**src/rtl/icts_pkg.sv**
```systemverilog
package icts_pkg;
  typedef enum logic {MODE_SHORT = 1'b0, MODE_LONG = 1'b1} cyc_mode_e;
endpackage

```
**src/rtl/icts_mode_latch.sv**
```systemverilog
module icts_mode_latch
  import icts_pkg::*;
(
  input  logic      clk,
  input  logic      rst,
  input  logic      opt_long,
  output cyc_mode_e mode_q
);
  always_ff @(posedge clk) begin
    if (rst) mode_q <= opt_long ? MODE_LONG : MODE_SHORT;
  end

  p_mode_static_r9: assert property (@(posedge clk) disable iff (rst)
    !rst |=> $stable(mode_q));
endmodule

```
**src/rtl/icts_phase_ctr.sv**
```systemverilog
module icts_phase_ctr
  import icts_pkg::*;
#(
  parameter int SHORT_LEN = 2,
  parameter int LONG_LEN  = 4,
  localparam int PH_W     = (LONG_LEN > 2) ? $clog2(LONG_LEN) : 1
) (
  input  logic            clk,
  input  logic            rst,
  input  cyc_mode_e       mode_q,
  output logic [PH_W-1:0] ph_q,
  output logic [PH_W-1:0] ph_nxt,
  output logic            at_last
);
  localparam logic [PH_W-1:0] LAST_S = PH_W'(SHORT_LEN - 1);
  localparam logic [PH_W-1:0] LAST_L = PH_W'(LONG_LEN - 1);

  logic [PH_W-1:0] last_ph;

  always_comb begin
    last_ph = (mode_q == MODE_LONG) ? LAST_L : LAST_S;
    at_last = (ph_q == last_ph);
    ph_nxt  = at_last ? '0 : ph_q + 1'b1;
  end

  always_ff @(posedge clk) begin
    if (rst) ph_q <= '0;
    else     ph_q <= ph_nxt;
  end

  p_phase_range_r3: assert property (@(posedge clk) disable iff (rst)
    ph_q <= last_ph);
  p_wrap_r2: assert property (@(posedge clk) disable iff (rst)
    at_last |=> ph_q == '0);
endmodule

```
**src/rtl/icts_stretch_ctl.sv**
```systemverilog
module icts_stretch_ctl
  import icts_pkg::*;
(
  input  logic      clk,
  input  logic      rst,
  input  cyc_mode_e mode_q,
  input  logic      at_last,
  input  logic      pc_write_ev,
  input  logic      jump_ev,
  input  logic      skip_true_ev,
  output logic      extra_q,
  output logic      extra_nxt
);
  logic stretch;

  always_comb begin
    stretch   = pc_write_ev | skip_true_ev | ((mode_q == MODE_LONG) & jump_ev);
    extra_nxt = at_last ? (~extra_q & stretch) : extra_q;
  end

  always_ff @(posedge clk) begin
    if (rst) extra_q <= 1'b0;
    else     extra_q <= extra_nxt;
  end

  p_extra_single_r7: assert property (@(posedge clk) disable iff (rst)
    (extra_q && at_last) |=> !extra_q);
  p_jump_short_ignored_r5: assert property (@(posedge clk) disable iff (rst)
    (mode_q == MODE_SHORT && at_last && !extra_q && !pc_write_ev && !skip_true_ev)
      |=> !extra_q);
  p_pc_write_stretches_r4: assert property (@(posedge clk) disable iff (rst)
    (at_last && !extra_q && pc_write_ev) |=> extra_q);
endmodule

```
**src/rtl/icts_strobe_reg.sv**
```systemverilog
module icts_strobe_reg #(
  parameter int PH_W = 2
) (
  input  logic            clk,
  input  logic            rst,
  input  logic [PH_W-1:0] ph_nxt,
  input  logic            last_nxt,
  input  logic            extra_nxt,
  output logic            fetch_stb,
  output logic            exec_stb,
  output logic            flush,
  output logic            tmr_en
);
  always_ff @(posedge clk) begin
    if (rst) begin
      fetch_stb <= 1'b1;
      exec_stb  <= 1'b0;
      flush     <= 1'b0;
      tmr_en    <= 1'b1;
    end else begin
      fetch_stb <= (ph_nxt == '0);
      exec_stb  <= last_nxt & ~extra_nxt;
      flush     <= extra_nxt;
      tmr_en    <= (ph_nxt == '0);
    end
  end

  p_no_exec_in_flush_r4: assert property (@(posedge clk) disable iff (rst)
    flush |-> !exec_stb);
  p_exec_then_fetch_r2: assert property (@(posedge clk) disable iff (rst)
    exec_stb |=> fetch_stb);
  p_tmr_single_r8: assert property (@(posedge clk) disable iff (rst)
    tmr_en |=> !tmr_en);
  p_fetch_exec_apart_r3: assert property (@(posedge clk) disable iff (rst)
    !(fetch_stb && exec_stb));
endmodule

```
**src/rtl/icts_top.sv**
```systemverilog
module icts_top
  import icts_pkg::*;
#(
  parameter int SHORT_LEN = 2,
  parameter int LONG_LEN  = 4
) (
  input  logic clk,
  input  logic rst,
  input  logic opt_long,
  input  logic pc_write_ev,
  input  logic jump_ev,
  input  logic skip_true_ev,
  output logic fetch_stb,
  output logic exec_stb,
  output logic flush,
  output logic tmr_en
);
  localparam int PH_W = (LONG_LEN > 2) ? $clog2(LONG_LEN) : 1;
  localparam logic [PH_W-1:0] LAST_S = PH_W'(SHORT_LEN - 1);
  localparam logic [PH_W-1:0] LAST_L = PH_W'(LONG_LEN - 1);

  cyc_mode_e       mode_q;
  logic [PH_W-1:0] ph_q, ph_nxt;
  logic            at_last, extra_q, extra_nxt, last_nxt;

  icts_mode_latch u_mode (
    .clk(clk), .rst(rst), .opt_long(opt_long), .mode_q(mode_q)
  );

  icts_phase_ctr #(.SHORT_LEN(SHORT_LEN), .LONG_LEN(LONG_LEN)) u_phase (
    .clk(clk), .rst(rst), .mode_q(mode_q),
    .ph_q(ph_q), .ph_nxt(ph_nxt), .at_last(at_last)
  );

  icts_stretch_ctl u_stretch (
    .clk(clk), .rst(rst), .mode_q(mode_q), .at_last(at_last),
    .pc_write_ev(pc_write_ev), .jump_ev(jump_ev), .skip_true_ev(skip_true_ev),
    .extra_q(extra_q), .extra_nxt(extra_nxt)
  );

  assign last_nxt = (ph_nxt == ((mode_q == MODE_LONG) ? LAST_L : LAST_S));

  icts_strobe_reg #(.PH_W(PH_W)) u_strobe (
    .clk(clk), .rst(rst), .ph_nxt(ph_nxt), .last_nxt(last_nxt),
    .extra_nxt(extra_nxt), .fetch_stb(fetch_stb), .exec_stb(exec_stb),
    .flush(flush), .tmr_en(tmr_en)
  );

  p_fetch_follows_exec_or_flush_r8: assert property (@(posedge clk) disable iff (rst)
    $rose(flush) |-> $past(exec_stb));
endmodule

```
**config.mk**
```make
export PLATFORM = sky130hd
export DESIGN_NAME = icts_top
export DESIGN_NICKNAME = d
export VERILOG_FILES = /design/src/rtl/icts_pkg.sv /design/src/rtl/icts_mode_latch.sv /design/src/rtl/icts_phase_ctr.sv /design/src/rtl/icts_stretch_ctl.sv /design/src/rtl/icts_strobe_reg.sv /design/src/rtl/icts_top.sv
export SDC_FILE = /design/constraint.sdc
export NUM_CORES = 1
export LEC_CHECK = 0
export ABC_AREA = 0
export BUFFER_PORTS_ARGS = -buffer_cell sky130_fd_sc_hd__buf_4
export CORE_AREA = 3 3 40 42
export DETAILED_ROUTE_END_ITERATION = 7
export DIE_AREA = 0 0 43 45
export PLACE_DENSITY = 0.48
export SLEW_MARGIN = 25
export SYNTH_ARGS = -nofsm -noshare
export SYNTH_HDL_FRONTEND = slang
export SYNTH_HIERARCHICAL = 1
export SYNTH_SLANG_ARGS = --single-unit
export TNS_END_PERCENT = 30
```
**constraint.sdc**
```tcl
create_clock -name clk -period 2.8 [get_ports clk]
set_clock_uncertainty 0.15 [all_clocks]
set_input_delay 0.28 -clock clk [delete_from_list [all_inputs] [get_ports clk]]
set_output_delay 0.28 -clock clk [all_outputs]
set_load 0.02 [all_outputs]
```
; ---- Word-level counts from Yosys, hierarchy flattened
; Index checks and enable logic that the tools add are counted.
[totals]
ram_bits = 0
n_memories = 0
latch_bits = 0
wordCells = 20
output_inout_bits = 4
register_bits = 6
mem_bits_ro = 0
in_bits = 6
[op_classes]
magnitude_cmp = 0
mul = 0
mux = 4
n_bitwise = 7
shift = 0
addsub = 1
n_eq_ne = 2
n_reduce_logical = 1
div_mod_pow = 0
[op_table]
columns = operator, n
row1 = == test 2 bit, 2
row2 = 2-to-1 mux 2 bit, 2
row3 = bitwise AND 1 bit, 3
row4 = "adder 2 x 1 -> 2 bit, second input constant", 1
row5 = logical NOT 2 bit, 1
row6 = 2-to-1 mux 1 bit, 2
row7 = inverter 1 bit, 2
row8 = OR 1 bit, 2

; ---- Longest topological paths before layout
; Gate-level depths: netlist of the first run.
[logic_depth]
word_depth = 6
ltp_mapped = 5
depth_no_buf = 5

; ---- Hierarchy
; The synthesis of the first run kept the hierarchy.
[modules_own_cells]
columns = module, n_inst, seq_area_each_um2, cells_per_inst, area_per_inst_um2
row1 = icts_strobe_reg, 1, 60.1, 7, 93.8
row2 = icts_phase_ctr, 1, 40.0, 10, 82.6
row3 = icts_stretch_ctl, 1, 20.0, 7, 73.8
row4 = icts_mode_latch, 1, 30.0, 1, 30.0
row5 = icts_top, 1, 0.0, 2, 15.0

; ---- Worst setup path before layout of the first run
; OpenSTA, ideal clock, no wires.
[synth_timing]
path_kind = register to register
start = register u_mode.mode_q
end = register u_strobe.flush
arrival_time_ns = 1.289
stages_incl_launch_ff = 6
synth_period_minus_slack_ns = 1.504
setup_time_ns = 0.065
path_buffers = 0
path_slack_ns = 1.296
required_time_ns = 2.585
path_cell_list = edfxtp_1 > xor2_1 > nor2_1 > or2b_1 > o21ai_0 > nor2b_1
[synth_between]
elab_cells_between_ends = 6
classes_between = eq/ne: 1 / mux: 2 / bitwise: 3
[synth_lines]
columns = element, line
row1 = start: declaration, icts_mode_latch.sv:7  ; output cyc_mode_e mode_q
row2 = start signal: assignment, icts_mode_latch.sv:10  ; if (rst) mode_q <= opt_long ? MODE_LONG : MODE_SHORT;
row3 = 2-to-1 mux 2 bit, icts_phase_ctr.sv:21  ; last_ph = (mode_q == MODE_LONG) ? LAST_L : LAST_S;
row4 = == test 2 bit, icts_phase_ctr.sv:22  ; at_last = (ph_q == last_ph);
row5 = net at_last, icts_top.sv:24  ; logic at_last, extra_q, extra_nxt, last_nxt;
row6 = 2-to-1 mux 1 bit, icts_stretch_ctl.sv:18  ; extra_nxt = at_last ? (~extra_q & stretch) : extra_q;
row7 = net extra_nxt, icts_top.sv:24
row8 = end signal: assignment, icts_strobe_reg.sv:23  ; flush <= extra_nxt;
row9 = end: declaration, icts_strobe_reg.sv:11  ; output logic flush,
; The timed path passes the listed nets, and every way through them passes these cells.
; A chain may end at the register's enable or synchronous reset.

; ---- Worst setup path after layout of the first run
; Ends and elaborated chain as after synthesis.

==> results summary, run 1 <==
Setup repair after global routing left no endpoint under its margin. The end point of the critical path is u_strobe/flush$_SDFF_PP0_. During synthesis, Yosys emitted a total of 6 warnings.

The total area inside the core boundary comes to ~1300 sq um. For this block, wires on met1 add up to around 210 microns. The endpoint of the most critical register-to-register path is u_strobe/flush$_SDFF_PP0_.

The number of cells on the worst reg-to-reg path is 5. The number of input and output port buffers inserted came out at 9. The post-synthesis share of cell area spent on full adders, half adders and majority gates is 0%.

The worst path buffer plus inverter count is 0. The sum of negative setup slack is 0 ns. The count of cells in the finished layout, fillers not included, comes to 54. The area taken by flip-flops and latches came out at approximately 150 sq um. The clock latency reported for the late side of the worst-skew pair is between 0.2 and 0.3 ns.

The total grt overflow is 0. The share of the Yosys chip area taken by registers is approximately half. The die extent in y is approximately 45 microns. The floorplan die width is ~43 microns.

The maximum fanout along the worst path is 4. The final route contains ~210 vias. The area growth from synthesis to layout came out at 35.59%. The level count of the clock H-tree is 1. The largest stage delay on the critical path is around 0.45 ns. The clock sink count is 7. The peak supply drop came out at 210.5 uV.

Counting along the longest clock path gives a buffer depth of 2. The critical path runs through a total of 5 cells. In the global route stage, overall resource usage came out at 6.527%. The worst setup path is launched from a register.

The simple-gate share of the synthesized area came out at between 20% and 30%. After detailed routing, the total wire length is 467 microns. The flow ran to the end, and the final reports show no timing, DRC or antenna violations. The power density of the placed cells came out at just over 600 nW/um^2.

Walking the worst path, the cells encountered are xor2_1 > nor2_1 > or2b_1 > o21ai_0 > nor2b_1. In the routed layout, each cell is associated on average with a via count of 3.963. The number of remaining DRC errors is 0. The total setup violations reported at the end of the flow is 0. The relative slew slack came out at between 80% and 90%. The synthesized netlist occupies a cell area of between 200 and 300 sq um.

The count of routing violations after the opening detailed-route iteration is 0. By instance count, the leading cell after synthesis is sky130_fd_sc_hd__dfxtp_1. The average wire per standard cell came out at 8.648 microns. The via count of the first global-routing pass came to just under 200. The class of the tightest hold or removal check is primary input to register.

The setup slack after placement came out at roughly 1.2 ns. The startpoint identified for the worst register-to-register timing path is u_mode/mode_q$_DFFE_PP_. The root buffer cell chosen for the clock tree is sky130_fd_sc_hd__clkbuf_4. The number of synthesized flops with an enable pin came out at 1. The die footprint came out at between 1500 and 2000 sq um. The measured slew at the worst slew-check pin came out at between 0.2 and 0.25 ns. The post-synthesis instance total is 27. The multiplexer share of the synthesized area is 0%. At the end of routability-driven placement, the weighted congestion stood at approximately 0.77. The initial antenna violation count was 0. The synthesized design devotes to its leading area cell type between 40% and 50% of total area. For this design the static power due to leakage is about 0.00017 uW. In this run the mean area of a mapped cell was about 11 sq um. The initial standard-cell utilization of the core came out at 22.98%.

The clock transition at the registers of the reported paths is roughly 0.050 ns. The multi-input gate area in the final layout came out at approximately 130 sq um. The total met3 wirelength after detailed routing came out at ~58 microns. The top layer reached by signal wires is met4. The count of pins over their slew limit came to 0. The total count of hold-check failures in the final report is 0. Once the clock tree was built, the setup fixing pass inserted 0 buffers. The share of synthesized flip-flops with an asynchronous set or reset came out at 0%. In the post-synthesis netlist, the biggest area contributors are sky130_fd_sc_hd__dfxtp_1 (41%), sky130_fd_sc_hd__edfxtp_1 (10%), sky130_fd_sc_hd__or2b_1 (5.1%). The achievable clock frequency is 619.7 MHz. The first-pass iteration count of the detailed router came out at 1.

The hold buffer count at CTS is 0. The number of diodes came out at 0. Summed over all instances, the cell type with the most area after synthesis is sky130_fd_sc_hd__dfxtp_1. Subtracting the final worst setup slack from the clock period gives approximately 1.6 ns.

The number of core rows came out at 13. The slowest stage of the critical path belongs to the cell sky130_fd_sc_hd__edfxtp_1. Synthesis produced a netlist with a net count of 33.

The count of nets after finishing came out at between 40 and 50. The fraction of final layout cells with drive strength greater than 1 is about two fifths. Counting instances in the post-synthesis netlist gives the leading cell types as sky130_fd_sc_hd__dfxtp_1 (6), sky130_fd_sc_hd__nor2_1 (2), sky130_fd_sc_hd__or2b_1 (2).

The total I/O pin count came out at 10. The data arrival at the endpoint of the critical path is 1.65 ns. TritonCTS built the clock tree.

The critical path data required time came out at about 2.8 ns. The most used flip-flop cell after synthesis is sky130_fd_sc_hd__dfxtp_1. The worst setup path startpoint is u_mode/mode_q$_DFFE_PP_.

Across all setup checks in the final design, the least slack found is about 1.2 ns. The worst setup path is captured at a register. The largest net degree at the start of global routing is 9. The number of distinct library cells after synthesis is 20. The critical path's top delay family is simple AND/OR/NAND/NOR gates. The synthesized netlist devotes between 10% and 20% of its cell area to compound gates. The total clock buffers created by CTS is 3. The post-placement cell count came out at 50. The part of the cycle the worst path needs is between 50 and 60%. The first global-routing pass estimated approximately 800 microns of wire.

The reg-to-reg setup timing slack came out at between 1 and 1.5 ns. The tool flagged a number of max-cap violations equal to 0. The number of cells upsized or downsized after cts came out at 0. The critical path is of the register to register type. The parity-gate share of the synthesized area counting xor and xnor cells is about 5.9%. The number of nets with antenna violations after detailed routing came out at 0. The wire length on met2 came out at roughly 170 microns. The number of synthesized register bits came out at 7. After synthesis, the largest family of logic cells by area is simple AND/OR/NAND/NOR gates. After filler insertion, the fill cell instance count of the layout stands at ~140.
## worst min-delay path by stage
stage / start / to / slack [ns] / cells after the start
3_5_place_dp: u_phase/ph_q[0]$_SDFF_PP0_ / u_phase/ph_q[0]$_SDFF_PP0_ / 0.30 / 1
3_3_place_gp: u_phase/ph_q[0]$_SDFF_PP0_ / u_phase/ph_q[0]$_SDFF_PP0_ / 0.29 / 1
6_report: opt_long / u_mode/mode_q$_DFFE_PP_ / 0.06 / 1
5_1_grt: opt_long / u_mode/mode_q$_DFFE_PP_ / 0.05 / 1
4_1_cts: opt_long / u_mode/mode_q$_DFFE_PP_ / 0.05 / 1
2_1_floorplan: rst / u_phase/ph_q[0]$_SDFF_PP0_ / 0.20 / 1
## state kept, by name (all words and copies together) (netlist names)
name,flops
u_strobe/exec_stb,1
u_stretch/extra_q,1
u_mode/mode_q,1
u_phase/ph_q,2
u_strobe/flush,1
u_strobe/tmr_en,1
## area by class of cell
type / count / area share, %
sequential: 7 / 37.50
timing repair buffer: 9 / 16.88
clock buffer: 4 / 6.563
multi-input combinational: 18 / 33.44
tap: 15 / 4.688
inverter: 1 / 0.9375
## placed cells by master, fill, tap and decap left out, drive strengths merged, types with 2 or more instances in the layout
cell type,instances
clkbuf,4
nor2,2
or2b,2
dfxtp,6
buf,9
## stage by stage
stage	total power, uW	hold slack, ns	util, %	instance area (sq um)
finish	247.4	0.05620	31.16	400.4
floorplan	143.9	0.1967	-	295.3
CTS	253.6	0.04756	31.16	400.4
global route	265.0	0.05174	31.16	400.4
global placement	159.6	0.2904	29.11	374.1
detailed placement	160.3	0.3000	29.11	374.1
## power by group
part           switching [uW]  internal [uW]  total [uW]
sequential               4.95            111         116
combinational            19.5           22.7        42.2
clock                    35.4           54.3        89.7
total                    59.9            188         247
## metal layers
metal,vias to the layer above,GRT usage [%]
met2,12,7.784
li1,114,-
met3,4,3.984
met5,-,0
met4,0,9.036
met1,84,6.601
## kinds of logic after synthesis
group	Yosys count
AO/OA/AOI/OAI	5
XOR/XNOR	2
buffers and inverters	2
flip-flops	7
AND/OR/NAND/NOR	11
Note: power is estimated with default switching activity, not from simulation.
==> inputs of run 2 (changes only) <==
--- a/config.mk
+++ b/config.mk
@@ -5,12 +5,12 @@
 export SDC_FILE = /design/constraint.sdc
 export NUM_CORES = 1
 export LEC_CHECK = 0
-export ABC_AREA = 0
+export ABC_AREA = 1
 export BUFFER_PORTS_ARGS = -buffer_cell sky130_fd_sc_hd__buf_4
 export CORE_AREA = 3 3 40 42
 export DETAILED_ROUTE_END_ITERATION = 7
 export DIE_AREA = 0 0 43 45
-export PLACE_DENSITY = 0.48
+export PLACE_DENSITY = 0.47
 export SLEW_MARGIN = 25
 export SYNTH_ARGS = -nofsm -noshare
 export SYNTH_HDL_FRONTEND = slang
==> constraint.sdc (replaced) <==
create_clock -name clk -period 1.6 [get_ports clk]
set_clock_uncertainty 0.15 [all_clocks]
set_input_delay 0.16 -clock clk [delete_from_list [all_inputs] [get_ports clk]]
set_output_delay 0.16 -clock clk [all_outputs]
set_load 0.02 [all_outputs]
==> run 2 against run 1 <==
Net effect: sequential cell count unchanged; largest cell class unchanged; maximum frequency up 16%; cell count up 24%; worst hold slack better by 0.070 ns; synthesized area down 2.1%; die area unchanged; sequential power up 73%; first-iteration DRC count up 7.
==> results summary, run 2 <==
The sum of negative setup slack came to 0 ns (unchanged). The post-CTS setup buffer count came out at 0 (unchanged). The peak supply drop came out at 561.4 uV (+170%). The aggregate routed wire length is 569 microns (+22%). The startpoint identified for the worst hold timing path is pc_write_ev. The largest net degree at the start of global routing came out at 8 (-1). The level count of the clock H-tree is 1 (unchanged). The run finished with clean final reports. The total grt overflow is 0 (unchanged). The sequential share of the synthesized area is 51.95% (+1.1 points). The post-synthesis share of cell area spent on full adders, half adders and majority gates is 0% (unchanged).

The mean instance size in the synthesized netlist was 7.606 sq um (-30%). The prevailing post-synth register cell is sky130_fd_sc_hd__dfxtp_1. The worst hold path belongs to the class primary input to register. The final-layout fill cell count is 134 (-5.6%). The total number of vias came out at 253 (+18%).

The simple-gate share of the synthesized area came to 32.03% (+7.0 points). The number of nets with antenna violations after detailed routing is 0 (unchanged). The post-route met1 wirelength came out at 280 microns (+33%). The first-pass GRT wire length came out at 855 microns (+6.9%). The main combinational cell family by area after synthesis is simple AND/OR/NAND/NOR gates.

The cell depth of the worst min-delay path came to 5 (+4). The worst hold margin was 0.1265 ns (+0.07029 ns). The post-synthesis cell area was 289.0 sq um (-2.1%).

The placer's final routability congestion estimate came out at 0.6711 (-13%). The root buffer cell chosen for the clock tree is sky130_fd_sc_hd__clkbuf_4. STA classifies the critical path endpoint as a register. The standby leakage power came to 0.0002111 uW (+25%). The total clock buffers created by CTS came out at 3 (unchanged).

The number of cells upsized or downsized after cts is 0 (unchanged). The achievable clock frequency was 718.1 MHz (+16%). The critical path goes through nand2_1 > nand2_1 > nor2_1 > inv_1 > nor2_2 > nand2_1 > nand2_1 > inv_1 > nand2_1 > nor2_2. The total setup violations reported at the end of the flow is 0 (unchanged).

The final core utilization came out at 32.33% (+1.2 points). The critical path in this run is classified as register to register. The measured slew at the worst slew-check pin came to 0.1565 ns (-0.08755 ns). The share of power burned in registers came out at 44.7% (-2.0 points). Sorting the synthesized cells by area gives the leading types as sky130_fd_sc_hd__dfxtp_1 (42%), sky130_fd_sc_hd__nand2_1 (14%), sky130_fd_sc_hd__edfxtp_1 (10%).

The part of the cycle the worst path needs was 87.03% (+29 points). The combinational share of power is 18.4% (+1.4 points). The critical path data required time was 1.61 ns (-1.22 ns). The count of nets after finishing is 59 (+28%).

The logic depth of the worst register-to-register path is 10 (+5). The clock latency reported for the late side of the worst-skew pair came to 0.26 ns (about the same). The net switching power figure came to 127.7 uW (+110%). The relative slew slack is 89.57% (+6.0 points). The number of input and output port buffers inserted came to 9 (unchanged).

The area of the core is 1285 sq um (unchanged). The number of remaining DRC errors came out at 0 (unchanged). In the synthesized netlist, the cells that appear most often are sky130_fd_sc_hd__nand2_1 (11), sky130_fd_sc_hd__nor2_1 (7), sky130_fd_sc_hd__dfxtp_1 (6), sky130_fd_sc_hd__inv_1 (4), sky130_fd_sc_hd__nor2_2 (3). The number of buffers between clock root and the deepest sink came out at 2 (unchanged). The count of routing violations after the opening detailed-route iteration came out at 7 (+7). The die extent in y came out at 45 microns (unchanged). The die footprint came out at 1935 sq um (unchanged). The share of synthesized flip-flops with an asynchronous set or reset came to 0% (unchanged).

The area of all placed cells without fillers came to 415.4 sq um (+3.7%). The fraction of power consumed by the clock network came out at 36.9% (+0.6 points). Summed over all instances, the cell type with the most area after synthesis is sky130_fd_sc_hd__dfxtp_1. The number of diodes was 0 (unchanged). The worst hold path terminates at u_stretch/extra_q$_SDFF_PP0_. The number of synthesis warnings came out at 6 (unchanged). The parity-gate share of the synthesized area counting xor and xnor cells came out at 0% (-5.9 points). The placed cell area came out at 367.9 sq um (-1.7%).

Setup repair after global routing left no endpoint under its margin. The clock sink count is 7 (unchanged). The element type at the critical path start is a register. The number of synthesized flops with an enable pin came out at 1 (unchanged). The fraction of final layout cells with drive strength greater than 1 came out at 38.46% (unchanged). The multiplexer share of the synthesized area came out at 0% (unchanged). The final critical delay including setup and external delays is 1.392 ns (-0.2211 ns). The total met3 wirelength after detailed routing came to 62 microns (+6.9%). The clock transition at the registers of the reported paths came out at 0.06 ns (about the same). The total I/O pin count was 10 (unchanged). The slowest stage cell on the critical path is sky130_fd_sc_hd__edfxtp_1. The power density of the placed cells came out at 1083 nW/um^2 (+75%). The average wire per standard cell is 8.493 microns (-1.8%).

Relative to the synthesized area, the layout overhead comes to 43.72%. TritonCTS built the clock tree. In the layout the commonest cells are sky130_fd_sc_hd__nand2_1 (11), sky130_fd_sc_hd__buf_4 (9), sky130_fd_sc_hd__nor2_1 (7), sky130_fd_sc_hd__dfxtp_1 (6), sky130_fd_sc_hd__inv_1 (4).

The first-pass iteration count of the detailed router came out at 4 (+3). The cell that appears most often on the critical path is sky130_fd_sc_hd__nand2_1. The maximum fanout along the worst path is 4 (unchanged). The number of max-cap violations was 0 (unchanged). After detailed routing, no signal wire sits above met4.

In this run the critical register-to-register path is launched from u_mode/mode_q$_DFFE_PP_. The internal power came out at 322.2 uW (+72%). The initial standard-cell utilization of the core is 22.49% (-0.49 points). The number of distinct library cells after synthesis is 11 (-45%).

The total nets after synthesis is 44 (+33%). The leading cell type by number of instances after synthesis is sky130_fd_sc_hd__nand2_1. The register with the most flip-flops in the final layout is u_phase/ph_q.

The endpoint identified for the worst register-to-register timing path is u_strobe/exec_stb$_SDFF_PP0_. The number of core rows is 13 (unchanged). The floorplan die width is 43 microns (unchanged).

The data arrival at the endpoint of the critical path came out at 1.40 ns (-0.25 ns). The largest stage delay on the critical path came to 0.44 ns (about the same). The compound-gate portion of the synthesized area is 5.628% (-8.8 points).

The post-synthesis instance total came to 38 (+41%). The share of the synthesized area in the top cell type is 41.56% (+0.88 points). The total count of hold-check failures in the final report is 0 (unchanged).

The switching portion of total power is 28.39% (+4.2 points). The initial antenna violation count is 0 (unchanged). The library cell used most frequently in the layout, excluding fill and tap cells, is sky130_fd_sc_hd__nand2_1. The wire length on met2 is 221 microns (+31%). The number of synthesized register bits came out at 7 (unchanged).

The via count of the first global-routing pass came to 216 (+12%). The count of pins over their slew limit was 0 (unchanged). The reg-to-reg setup timing slack came out at 0.21 ns (-0.98 ns).

The number of flip-flops in the largest register came to 2 (unchanged). The detailed placement HPWL came out at 391.7 microns. The average vias per placed instance is 3.776 (-4.7%).

The global router's overall resource usage is 6.438% (-0.089 points).
-- run 2: cell types whose count changed after synthesis, sizes merged, moves of 2 or more --
| cell | change |
|---|---|
| inv | +5 |
| nand2 | +11 |
| nor2 | +8 |
| or2b | -2 |
-- run 2: kinds of logic after synthesis --
| group | Yosys count |
|---|---|
| AO/OA/AOI/OAI | 2 |
| AND/OR/NAND/NOR | 22 |
| flip-flops | 7 |
| buffers and inverters | 7 |
-- run 2: layer usage --
layer  vias up  global-route usage, %
met1       103                  7.561
li1        139                      -
met5         -                      0
met2         9                  8.383
met4         0                  1.807
met3         2                  5.976
-- run 2: cell type report --
cell class | instances | area (sq um) | area share (%)
Clock buffer | 3 | 22.52 | 5.422
Clock inverter | 1 | 5.005 | 1.205
Inverter | 6 | 22.52 | 5.422
Multi-Input combinational cell | 24 | 108.9 | 26.20
Sequential cell | 7 | 150.1 | 36.14
Tap cell | 15 | 18.77 | 4.518
Timing Repair Buffer | 11 | 87.58 | 21.08
-- run 2: how the worst max path moves through the flow --
| stage | from | end | slack (ns) | cells after the start |
|---|---|---|---|---|
| after floorplan | u_mode/mode_q$_DFFE_PP_ | u_strobe/exec_stb$_SDFF_PP0_ | 0.35 | 10 |
| after detailed placement | u_mode/mode_q$_DFFE_PP_ | u_strobe/exec_stb$_SDFF_PP0_ | 0.23 | 10 |
| after global routing | u_mode/mode_q$_DFFE_PP_ | u_strobe/exec_stb$_SDFF_PP0_ | 0.07 | 10 |
| after CTS | u_mode/mode_q$_DFFE_PP_ | u_strobe/exec_stb$_SDFF_PP0_ | 0.21 | 10 |
| final | u_mode/mode_q$_DFFE_PP_ | u_strobe/exec_stb$_SDFF_PP0_ | 0.21 | 10 |
| after global placement | u_mode/mode_q$_DFFE_PP_ | u_strobe/exec_stb$_SDFF_PP0_ | 0.22 | 10 |
-- run 2: repair_timing --
item	4_1_cts	5_1_grt
endpoints found under the hold margin	6	0
setup endpoints to repair	0	0
hold buffers	2	0
-- run 2: power groups by stage --
stage	clock [uW]	sequential (uW)	combinational [uW]
after floorplan	0	212	42.7
after global placement	0	205	78.0
after CTS	176	201	83.4
after detailed placement	0	205	78.2
after global routing	183	203	92.2
final	166	201	82.9
-- run 2: stage by stage --
step                instances  setup slack (ns)  power [uW]
floorplan                  38            0.3471       254.8
global placement           61            0.2154       283.4
detailed placement         61            0.2326       283.1
CTS                        67            0.2080       460.7
global route               67           0.07263       478.2
finish                     67            0.2075       449.9
-- run 2: critical path: cells and delay by family (launching register included) --
kind	cells	cell delay (ns)
buffers and inverters	2	0.12
DFF	1	0.44
and+or+nand+nor	8	0.59
